==> config.mk <==
export PLATFORM = sky130hd
export DESIGN_NAME = evt_irq_ctrl
export DESIGN_NICKNAME = d
export VERILOG_FILES = /design/src/rtl/evt_irq_pkg.sv /design/src/rtl/evt_src_latch.sv /design/src/rtl/evt_pulse_gen.sv /design/src/rtl/evt_pin_drive.sv /design/src/rtl/evt_irq_ctrl.sv
export SDC_FILE = /design/constraint.sdc
export NUM_CORES = 1
export LEC_CHECK = 0
export ABC_AREA = 1
export BUFFER_PORTS_ARGS = -buffer_cell sky130_fd_sc_hd__buf_2
export CAP_MARGIN = 20
export CELL_PAD_IN_SITES_DETAIL_PLACEMENT = 0
export CELL_PAD_IN_SITES_GLOBAL_PLACEMENT = 2
export CORE_MARGIN = 2
export CORE_UTILIZATION = 24
export CTS_CLUSTER_SIZE = 25
export DETAILED_ROUTE_END_ITERATION = 12
export PLACE_DENSITY = 0.76
export SYNTH_ARGS = -nofsm -noshare
export SYNTH_HDL_FRONTEND = slang
export SYNTH_HIERARCHICAL = 1
export SYNTH_SLANG_ARGS = --single-unit
==> constraint.sdc <==
create_clock -name clk -period 1.7 [get_ports clk]
set_input_delay 0.425 -clock clk [delete_from_list [all_inputs] [get_ports clk]]
set_output_delay 0.425 -clock clk [all_outputs]
set_load 0.02 [all_outputs]
==> src/rtl/evt_irq_pkg.sv <==
package evt_irq_pkg;
  localparam int AXIS_W        = 6;
  localparam int BYTE_W        = 8;
  localparam int SRC_DRDY_BIT  = 4;
  localparam int SRC_MOT_BIT   = 1;
  localparam int STAT_ANY_BIT  = 4;

  typedef struct packed {
    logic              drdy;
    logic              motion;
    logic              any;
    logic [AXIS_W-1:0] axes;
  } src_state_t;
endpackage

==> src/rtl/evt_src_latch.sv <==
module evt_src_latch
  import evt_irq_pkg::*;
(
  input  logic              clk,
  input  logic              rst,
  input  logic              sample_stb,
  input  logic              drdy_rpt_en,
  input  logic              motion_stb,
  input  logic [AXIS_W-1:0] motion_axes,
  input  logic              data_rd_stb,
  input  logic              release_rd_stb,
  output src_state_t        st_q,
  output src_state_t        st_d,
  output logic              drdy_trig,
  output logic              mot_trig
);
  logic drdy_set;

  assign drdy_set  = sample_stb & drdy_rpt_en;
  assign drdy_trig = drdy_set;
  // motion pulses only when not already latched
  assign mot_trig  = motion_stb & ~st_q.motion;

  always_comb begin
    st_d = st_q;
    if (data_rd_stb || release_rd_stb) begin
      st_d.drdy = 1'b0;
      st_d.any  = 1'b0;
    end
    if (release_rd_stb) begin
      st_d.motion = 1'b0;
      st_d.axes   = '0;
    end
    if (drdy_set) begin
      st_d.drdy = 1'b1;
      st_d.any  = 1'b1;
    end
    if (motion_stb) begin
      st_d.motion = 1'b1;
      st_d.any    = 1'b1;
      st_d.axes   = st_d.axes | motion_axes;
    end
  end

  always_ff @(posedge clk) begin
    if (rst) st_q <= '0;
    else     st_q <= st_d;
  end
endmodule

==> src/rtl/evt_pulse_gen.sv <==
module evt_pulse_gen #(
  parameter int unsigned CYCLES = 5000
) (
  input  logic clk,
  input  logic rst,
  input  logic trig,
  output logic active_nxt
);
  localparam int unsigned CNT_W = $clog2(CYCLES + 1);
  localparam logic [CNT_W-1:0] LOAD = CNT_W'(CYCLES);

  logic [CNT_W-1:0] cnt_q, cnt_d;

  always_comb begin
    if (trig)            cnt_d = LOAD;
    else if (cnt_q != 0) cnt_d = cnt_q - 1'b1;
    else                 cnt_d = '0;
  end

  assign active_nxt = (cnt_d != '0);

  always_ff @(posedge clk) begin
    if (rst) cnt_q <= '0;
    else     cnt_q <= cnt_d;
  end
endmodule

==> src/rtl/evt_pin_drive.sv <==
module evt_pin_drive (
  input  logic clk,
  input  logic rst,
  input  logic pin_en,
  input  logic pin_act_high,
  input  logic pin_pulse,
  input  logic level_nxt,
  input  logic pulse_nxt,
  output logic pin_q
);
  logic act;
  logic pin_d;

  always_comb begin
    act   = pin_pulse ? pulse_nxt : level_nxt;
    pin_d = (pin_en && act) ? pin_act_high : ~pin_act_high;
  end

  always_ff @(posedge clk) begin
    if (rst) pin_q <= ~pin_act_high;
    else     pin_q <= pin_d;
  end
endmodule

==> src/rtl/evt_irq_ctrl.sv <==
module evt_irq_ctrl
  import evt_irq_pkg::*;
#(
  parameter int unsigned CLK_HZ   = 125_000_000,
  parameter int unsigned PULSE_US = 40
) (
  input  logic       clk,
  input  logic       rst,
  input  logic       sample_stb,
  input  logic       drdy_rpt_en,
  input  logic       motion_stb,
  input  logic [5:0] motion_axes,
  input  logic       pin_en,
  input  logic       pin_act_high,
  input  logic       pin_pulse,
  input  logic       data_rd_stb,
  input  logic       release_rd_stb,
  output logic [7:0] src_byte,
  output logic [7:0] axis_byte,
  output logic [7:0] stat_byte,
  output logic       irq_pin
);
  localparam int unsigned PULSE_CYC = (CLK_HZ / 1_000_000) * PULSE_US;

  src_state_t st_q, st_d;
  logic drdy_trig, mot_trig, pulse_nxt;

  evt_src_latch u_latch (
    .clk(clk), .rst(rst),
    .sample_stb(sample_stb), .drdy_rpt_en(drdy_rpt_en),
    .motion_stb(motion_stb), .motion_axes(motion_axes),
    .data_rd_stb(data_rd_stb), .release_rd_stb(release_rd_stb),
    .st_q(st_q), .st_d(st_d),
    .drdy_trig(drdy_trig), .mot_trig(mot_trig)
  );

  evt_pulse_gen #(.CYCLES(PULSE_CYC)) u_pulse (
    .clk(clk), .rst(rst),
    .trig(drdy_trig | mot_trig),
    .active_nxt(pulse_nxt)
  );

  evt_pin_drive u_pin (
    .clk(clk), .rst(rst),
    .pin_en(pin_en), .pin_act_high(pin_act_high), .pin_pulse(pin_pulse),
    .level_nxt(st_d.drdy | st_d.motion),
    .pulse_nxt(pulse_nxt),
    .pin_q(irq_pin)
  );

  always_comb begin
    src_byte               = '0;
    src_byte[SRC_DRDY_BIT] = st_q.drdy;
    src_byte[SRC_MOT_BIT]  = st_q.motion;
    axis_byte              = {{(BYTE_W-AXIS_W){1'b0}}, st_q.axes};
    stat_byte              = '0;
    stat_byte[STAT_ANY_BIT] = st_q.any;
  end
endmodule

Yosys cells after proc, flatten, opt, wreduce, memory -nomap -nowiden
Cells that the tools add are included.

cells by class
  $add $sub $neg = 1
  mux-type cells = 12
  bitwise gates (word level) = 7
  reductions and logical operators = 5

operators with widths
  cell                   number
  $mux 13                2
  $reduce_bool 13->1     2
  $sub 13x1->13 const B  1
  $mux 1                 8
  $mux 8                 1
  $mux 6                 1
  $or 6x6->6             1
  $reduce_bool 3->1      1
  $and 1x1->1            2
  $not 1->1              2
  $or 1x1->1             2
  $logic_and 1x1->1      1
  $logic_or 1x1->1       1

storage, ports and cells
  bits in registers = 23
  output and inout port bits = 25

Longest topological paths before layout
Gate-level depths: netlist (run 1).

  depth after elaboration = 9
  gate-level depth with buffers = 16

Modules after synthesis
Netlist (run 1), hierarchy kept.

by module, submodules not included
  module         times used  cells an instance  area each (µm²)  sequential area each (µm²)
  evt_pulse_gen  1           131                850.8            260.2
  evt_src_latch  1           51                 361.6            180.2
  evt_irq_ctrl   1           22                 138.9            0.0
  evt_pin_drive  1           17                 82.6             20.0

Least setup slack after synthesis (run 1)
No wires, ideal clock.

  path kind = input-to-reg
  start point = input motion_stb
  end point = register u_pin.pin_q
  library setup time = 0.112 ns
  data arrival time = 1.640 ns
  required time = 1.588 ns
  path slack = -0.052 ns
  cell stages on the path = 14
  buffers on the path = 1
  path through = buf_6 inv_1 nor2_1 inv_1 nand2_1 clkinv_1 nand3_1 nand3_1 nor2_2 nand3_1 inv_1 nand2_1 nand3_1 nand2_1

between the ends
  longest elaborated chain between the ends = 8
  elaborated cells on any way between the ends = 10
  classes of those cells = 5 x mux; 3 x bitwise; 2 x reduce/logical

ends and longest elaborated chain
  item                  line                 text
  from (decl)           evt_irq_ctrl.sv:11   input logic motion_stb,
  $and 1x1->1           evt_src_latch.sv:22  assign mot_trig = motion_stb & ~st_q.motion;
  named net mot_trig    evt_irq_ctrl.sv:26   logic drdy_trig, mot_trig, pulse_nxt;
  $or 1x1->1            evt_irq_ctrl.sv:39   .trig(drdy_trig | mot_trig),
  $mux 13               evt_pulse_gen.sv:15  if (trig) cnt_d = LOAD;
  $reduce_bool 13->1    evt_pulse_gen.sv:20  assign active_nxt = (cnt_d != '0);
  named net pulse_nxt   evt_irq_ctrl.sv:26
  $mux 1                evt_pin_drive.sv:15  act = pin_pulse ? pulse_nxt : level_nxt;
  $logic_and 1x1->1     evt_pin_drive.sv:16  pin_d = (pin_en && act) ? pin_act_high : ~pin_act_high;
  $mux 1                evt_pin_drive.sv:16
  $mux 1                evt_pin_drive.sv:20  if (rst) pin_q <= ~pin_act_high;
  to (signal assigned)  evt_pin_drive.sv:20
  to (signal assigned)  evt_pin_drive.sv:21  else pin_q <= pin_d;
  to (decl)             evt_pin_drive.sv:9   output logic pin_q

The timed path passes the listed nets, and every way through them passes these cells.
A chain may end at the register's enable or synchronous reset.

Worst setup path in the final report (run 1)
  start point = register u_pulse.cnt_q[1]
  end point = register u_pin.pin_q

between the ends
  longest elaborated chain between the ends = 8
  elaborated cells on any way between the ends = 9
  classes of those cells = 1 x add/sub; 5 x mux; 3 x reduce/logical

ends and longest elaborated chain
  item                                                 line                 text
  from (decl)                                          evt_pulse_gen.sv:12  logic [CNT_W-1:0] cnt_q, cnt_d;
  from (signal assigned)                               evt_pulse_gen.sv:24  else cnt_q <= cnt_d;
  $sub 13x1->13 or $reduce_bool 13->1 (tied branches)  evt_pulse_gen.sv:16  else if (cnt_q != 0) cnt_d = cnt_q - 1'b1;
  $mux 13 (*)                                          evt_pulse_gen.sv:16
  $mux 13 (*)                                          evt_pulse_gen.sv:15
  $reduce_bool 13->1 (*)                               evt_pulse_gen.sv:20
  named net pulse_nxt                                  evt_irq_ctrl.sv:26
  $mux 1 (*)                                           evt_pin_drive.sv:15
  $logic_and 1x1->1 (*)                                evt_pin_drive.sv:16
  $mux 1 (*)                                           evt_pin_drive.sv:16
  $mux 1 (*)                                           evt_pin_drive.sv:20

Mark *: on every way through the listed nets, which the timed path passes. The rest lies on a longest branch.

==> out/metrics.cfg, run 1 <==
[routing]
vias_per_cell=4.08
ant_nets=0
drc=0
vias=1388
drt_wl_total_um=3550
drt_iter0_drc=65
wl_per_cell_um=10.4
drtPass1Iterations=4

[placement]
dp_hpwl_um=2700
dpl_worst_slack_ns=-0.126
place_congestion=0.833
dp_cells=330
portBuffers=25

[worst_hold_path]
min_path_cells=3
worstHoldEndpoint=u_pin/pin_q$_DFF_P_
min_path_type=input port to flop
min_from=pin_act_high

[final_layout]
multi_input_area_um2=900
nFillCells=597
n_antenna_cell=0
area.sequential_um2=470
fin_nets=287
layout-drive-gt1-share_pct=40.7
area_growth_pct=40.0
fin_cells=340

[worst_setup_path]
critPathTopFamily=simple AND/OR/NAND/NOR gates
critPathArrivalTime_ns=1.82
reg2reg_depth=15
reg2reg_to=u_pin/pin_q$_DFF_P_
crit_chain=buf_4 > nor2_4 > nand2_2 > nand2_1 > nand2_1 > nand2_4 > nand2_2 > nor2_2 > nand2_1 > nor2_2 > nand3_1 > inv_1 > nand2_2 > nand3_2 > nand2_1
r2r-start=u_pulse/cnt_q[1]$_SDFF_PP0_
critPathBufInv=2
reg2reg_slack_ns=0.05
start_kind=flop
worstPathRequired_ns=1.87
crit_path_top_delay_cell=dfxtp_2
path_class=flop to flop
critical-path-max-stage-delay_ns=0.35
crit_path_frequent_cell=nand2_1
end_kind=flop
cp_max_fo=3

[floorplanning]
placementRows=27
fp.coreArea_um2=5570
dieArea_um2=6490
start_util_pct=25.3
fp.dieW_um=80.6
io_pins=41
fp.dieH_um=80.6

[flow_run]
maxCapViolCount=0

[logic_synthesis]
synth.avg_cell_area_um2=6.58
ys_warn_count=6
syn_inst=214
netlist_area_um2=1410

[status]
status=completed

[sta]
setup_viol=0
setup_slack_ns=0.0530
fin_crit_ns=1.65
max_freq_ghz=0.607
finalCritPeriodShare_pct=96.9
hold_viol_final=0
skew_ns=0.00533
report.final.slew_viol_count=0
rsz0062_at_grt=true

[global_routing]
grt_max_degree=15
grtUsageTotal_pct=11.5
antenna_found_initial=0
overflow=0
grt_pass1_vias=1315
grt_first_pass_wirelength_um=5840

[pwr]
power.density_nw_per_um2=876
p_leak_nw=0.992
irDropWorstVdd_v=0.000363

[clock_tree]
clock-root-buffer=clkbuf_8
cts_buffer_depth=2
path_clk_slew_ns=0.09
cts_tree=built
hold_buffers=0
clkLatencyLatePin_ns=0.27
h-tree-depth=1
cts_sinks=23
cts_buffers=3

==> state kept, by name (all words and copies together) (netlist names) <==
| name | flops |
|---|---|
| u_pin/pin_q | 1 |
| u_latch/st_q | 9 |
| u_pulse/cnt_q | 13 |
==> through the flow <==
stage | hold WS (ns) | cell area [µm²] | setup TNS, ns | total power, mW | util (%)
global route | 0.397 | 1970 | -0.173 | 1.85 | 35.4
detailed placement | 0.449 | 1720 | -0.126 | 1.24 | 30.8
CTS | 0.381 | 1810 | 0 | 1.63 | 32.5
finish | 0.390 | 1970 | 0 | 1.73 | 35.4
floorplan | 0.494 | 1460 | 0 | 1.05 | -
global placement | 0.445 | 1720 | -0.120 | 1.25 | 30.8
==> area by class of cell <==
class	count	area share, %
inverters	29	5.84
repair buffers	54	17.6
clock inverters	1	0.381
clock buffers	3	2.10
flip-flops and latches	23	23.9
well taps	72	4.57
multi-input cells	158	45.7
==> worst register-to-register path, stage by stage, from the launching register on <==
cell and delay [ns]:
dfxtp_2 0.35, buf_4 0.14, nor2_4 0.13, nand2_2 0.09
nand2_1 0.06, nand2_1 0.09, nand2_4 0.09, nand2_2 0.05
nor2_2 0.06, nand2_1 0.06, nor2_2 0.11, nand3_1 0.08
inv_1 0.07, nand2_2 0.06, nand3_2 0.07, nand2_1 0.04
==> cell usage in the layout, fill, tap and decap left out, types with 6 or more instances in the layout <==
master,instances
nand2_1,46
buf_4,28
buf_2,25
inv_1,23
nor2_1,19
dfxtp_1,17
conb_1,15
a21oi_1,15
nand3_1,13
nor2_4,9
nor2_2,8
nand2_2,8
nand3_2,6
==> what timing repair did <==
action | 4_1_cts | 5_1_grt
resized for setup | 14 | 32
setup endpoints to repair | 1 | 2
buffers inserted | 1 | 5
gates cloned | 0 | 0
pin swaps | 4 | 17
==> metal layers <==
layer	vias to the layer above	routed length (µm)	GRT usage, %
li1	744	-	-
met1	613	1610	14.4
met2	29	1740	20.0
met3	2	179	1.69
met4	0	17	4.07
met5	-	0	0
==> how the worst max path moves through the flow <==
| stage | start | endpoint | slack, ns | cells after the start |
|---|---|---|---|---|
| 2_1_floorplan | motion_stb | u_pin/pin_q$_DFF_P_ | 0.03 | 16 |
| 3_3_place_gp | sample_stb | u_pin/pin_q$_DFF_P_ | -0.12 | 16 |
| 3_5_place_dp | sample_stb | u_pin/pin_q$_DFF_P_ | -0.13 | 16 |
| 4_1_cts | u_pulse/cnt_q[4]$_SDFF_PP0_ | u_pin/pin_q$_DFF_P_ | 0.001 | 12 |
| 5_1_grt | u_pulse/cnt_q[1]$_SDFF_PP0_ | u_pin/pin_q$_DFF_P_ | -0.08 | 16 |
| 6_report | u_pulse/cnt_q[1]$_SDFF_PP0_ | u_pin/pin_q$_DFF_P_ | 0.05 | 15 |
==> power by group <==
part	switching (mW)	internal (mW)	total (mW)	leakage, nW
sequential	0.0535	0.588	0.642	0.192
combinational	0.414	0.311	0.726	0.778
clock	0.193	0.166	0.359	0.0217
total	0.660	1.07	1.73	0.992
Note: power is estimated with default switching activity, not from simulation.
==> inputs of run 2 (changes only) <==
Settings changed: CELL_PAD_IN_SITES_DETAIL_PLACEMENT 0 to default, CELL_PAD_IN_SITES_GLOBAL_PLACEMENT 2 to default, CORE_UTILIZATION 24 to 46.
==> out/metrics.cfg, run 2 (synthesis results as in run 1) <==
[status]
status=completed

[worst_hold_path]
min_path_type=input port to flop

[worst_setup_path]
worstPathRequired_ns=1.96
start_kind=flop
crit_path_top_delay_cell=dfxtp_4
reg2reg_slack_ns=0.01
critical-path-max-stage-delay_ns=0.39
path_class=flop to flop
end_kind=flop
cp_max_fo=4
crit_chain=inv_6 > ha_4 > buf_4 > nand2_4 > nor2_4 > nand3_1 > nand3_2 > nand3_2 > nor2_1 > nand3_1 > inv_1 > nand2_1 > nand3_1 > nand2_1 > nand2_1
critPathArrivalTime_ns=1.95

[final_layout]
largestRegisters=u_pulse/cnt_q x13, u_latch/st_q x9, u_pin/pin_q x1
layout-drive-gt1-share_pct=37.0
fin_nets=281
regMostFlops=u_pulse/cnt_q
area_growth_pct=30.4
largest_reg_flops=13
most-common-layout-cells=49 x nand2_1, 25 x buf_2, 23 x inv_1, 22 x buf_4, 22 x nor2_1
nFillCells=298
n_antenna_cell=0
fin_cells=295
final_common_cell=nand2_1
finish.utilization_pct=61.6

[routing]
drt_iter0_drc=55
drt_wl_total_um=3290
drtPass1Iterations=4
drc=0
vias=1407
vias_per_cell=4.77
wl_per_cell_um=11.2
ant_nets=0

[pwr]
power.density_nw_per_um2=869
p_leak_nw=0.957
irDropWorstVdd_v=0.000620
power_mw=1.60

[floorplanning]
io_pins=41
fp.dieH_um=59.3
dieArea_um2=3520
fp.dieW_um=59.3
start_util_pct=47.3
placementRows=20
fp.coreArea_um2=2980

[clock_tree]
cts_buffers=3
h-tree-depth=1
path_clk_slew_ns=0.12
clock-root-buffer=clkbuf_4
cts_sinks=23
cts_buffer_depth=2
clkLatencyLatePin_ns=0.30
cts_tree=built
hold_buffers=0

[global_routing]
grt_max_degree=18
antenna_found_initial=0
overflow=0
grtUsageTotal_pct=18.7
grt_pass1_vias=1243
grt_first_pass_wirelength_um=5070

[sta]
rsz0062_at_grt=true
skew_ns=0.00275
setup_viol=0
hold_viol_final=0
tns_ns=0
hold_ws_ns=0.349
max_freq_ghz=0.593
fin_crit_ns=1.69
finalCritPeriodShare_pct=99.1
report.final.slew_viol_count=0

[placement]
place_congestion=0.981
dp_cells=287
dp_hpwl_um=2370
portBuffers=25

[flow_run]
maxCapViolCount=0

==> run 2: changes by cell type in the layout (fill, tap and decap cells not counted), moves of 3 or more <==
cell,change
nand2_1,+3
buf_4,-6
clkbuf_4,+3
nand2_2,-3
clkbuf_8,-3
nor2_1,+3
==> run 2: path summary, 6_finish.rpt <==
path	from	to	cells past startpoint
worst min register to register	u_latch/st_q[5]$_SDFF_PP0_	u_latch/st_q[5]$_SDFF_PP0_	2
worst min-delay path	pin_act_high	u_pin/pin_q$_DFF_P_	3
worst max register to register	u_pulse/cnt_q[0]$_SDFF_PP0_	u_pin/pin_q$_DFF_P_	15
worst max-delay path	u_pulse/cnt_q[0]$_SDFF_PP0_	u_pin/pin_q$_DFF_P_	15
==> run 2: layout make-up <==
class / instances / area (µm²) / share of cell area [%]
multi-input combinational: 158 / 878 / 47.9
timing repair buffer: 48 / 302 / 16.4
sequential: 23 / 473 / 25.8
clock buffer: 4 / 26.3 / 1.43
tap: 33 / 41.3 / 2.25
inverter: 29 / 115 / 6.27
==> run 2: repair_timing <==
action / CTS / global route
gates resized for setup: 14 / 26
setup endpoints to repair: 1 / 1
gates cloned: 0 / 0
buffers inserted: 0 / 4
pin swaps: 7 / 8
==> run 2: through the flow <==
stage | instance area [µm²] | setup slack, ns
2_1_floorplan | 1460 | 0.0307
3_3_place_gp | 1640 | -0.0614
3_5_place_dp | 1640 | -0.0782
4_1_cts | 1710 | 0.00329
5_1_grt | 1840 | -0.139
6_report | 1840 | 0.0146
==> run 2: metal layers <==
metal	vias up	track usage [%]	part of all wire, %	wire (µm)
li1	732	-	-	-
met1	629	23.2	43	1410
met2	40	32.5	51	1680
met3	6	3.06	4.7	154
met4	0	6.49	1.4	46
met5	-	0	0	0
==> run 2: worst max-delay path, delay by kind of cell, from the launching register on <==
family | cells | cell delay [ns]
buffers and inverters | 3 | 0.26
adders and majority gates | 1 | 0.13
and+or+nand+nor | 11 | 0.87
DFF | 1 | 0.39
==> run 2: power breakdown <==
group          switching, mW  internal (mW)  total [mW]
logic                  0.413          0.293       0.707
registers             0.0520          0.588       0.640
clock network          0.158         0.0915       0.249
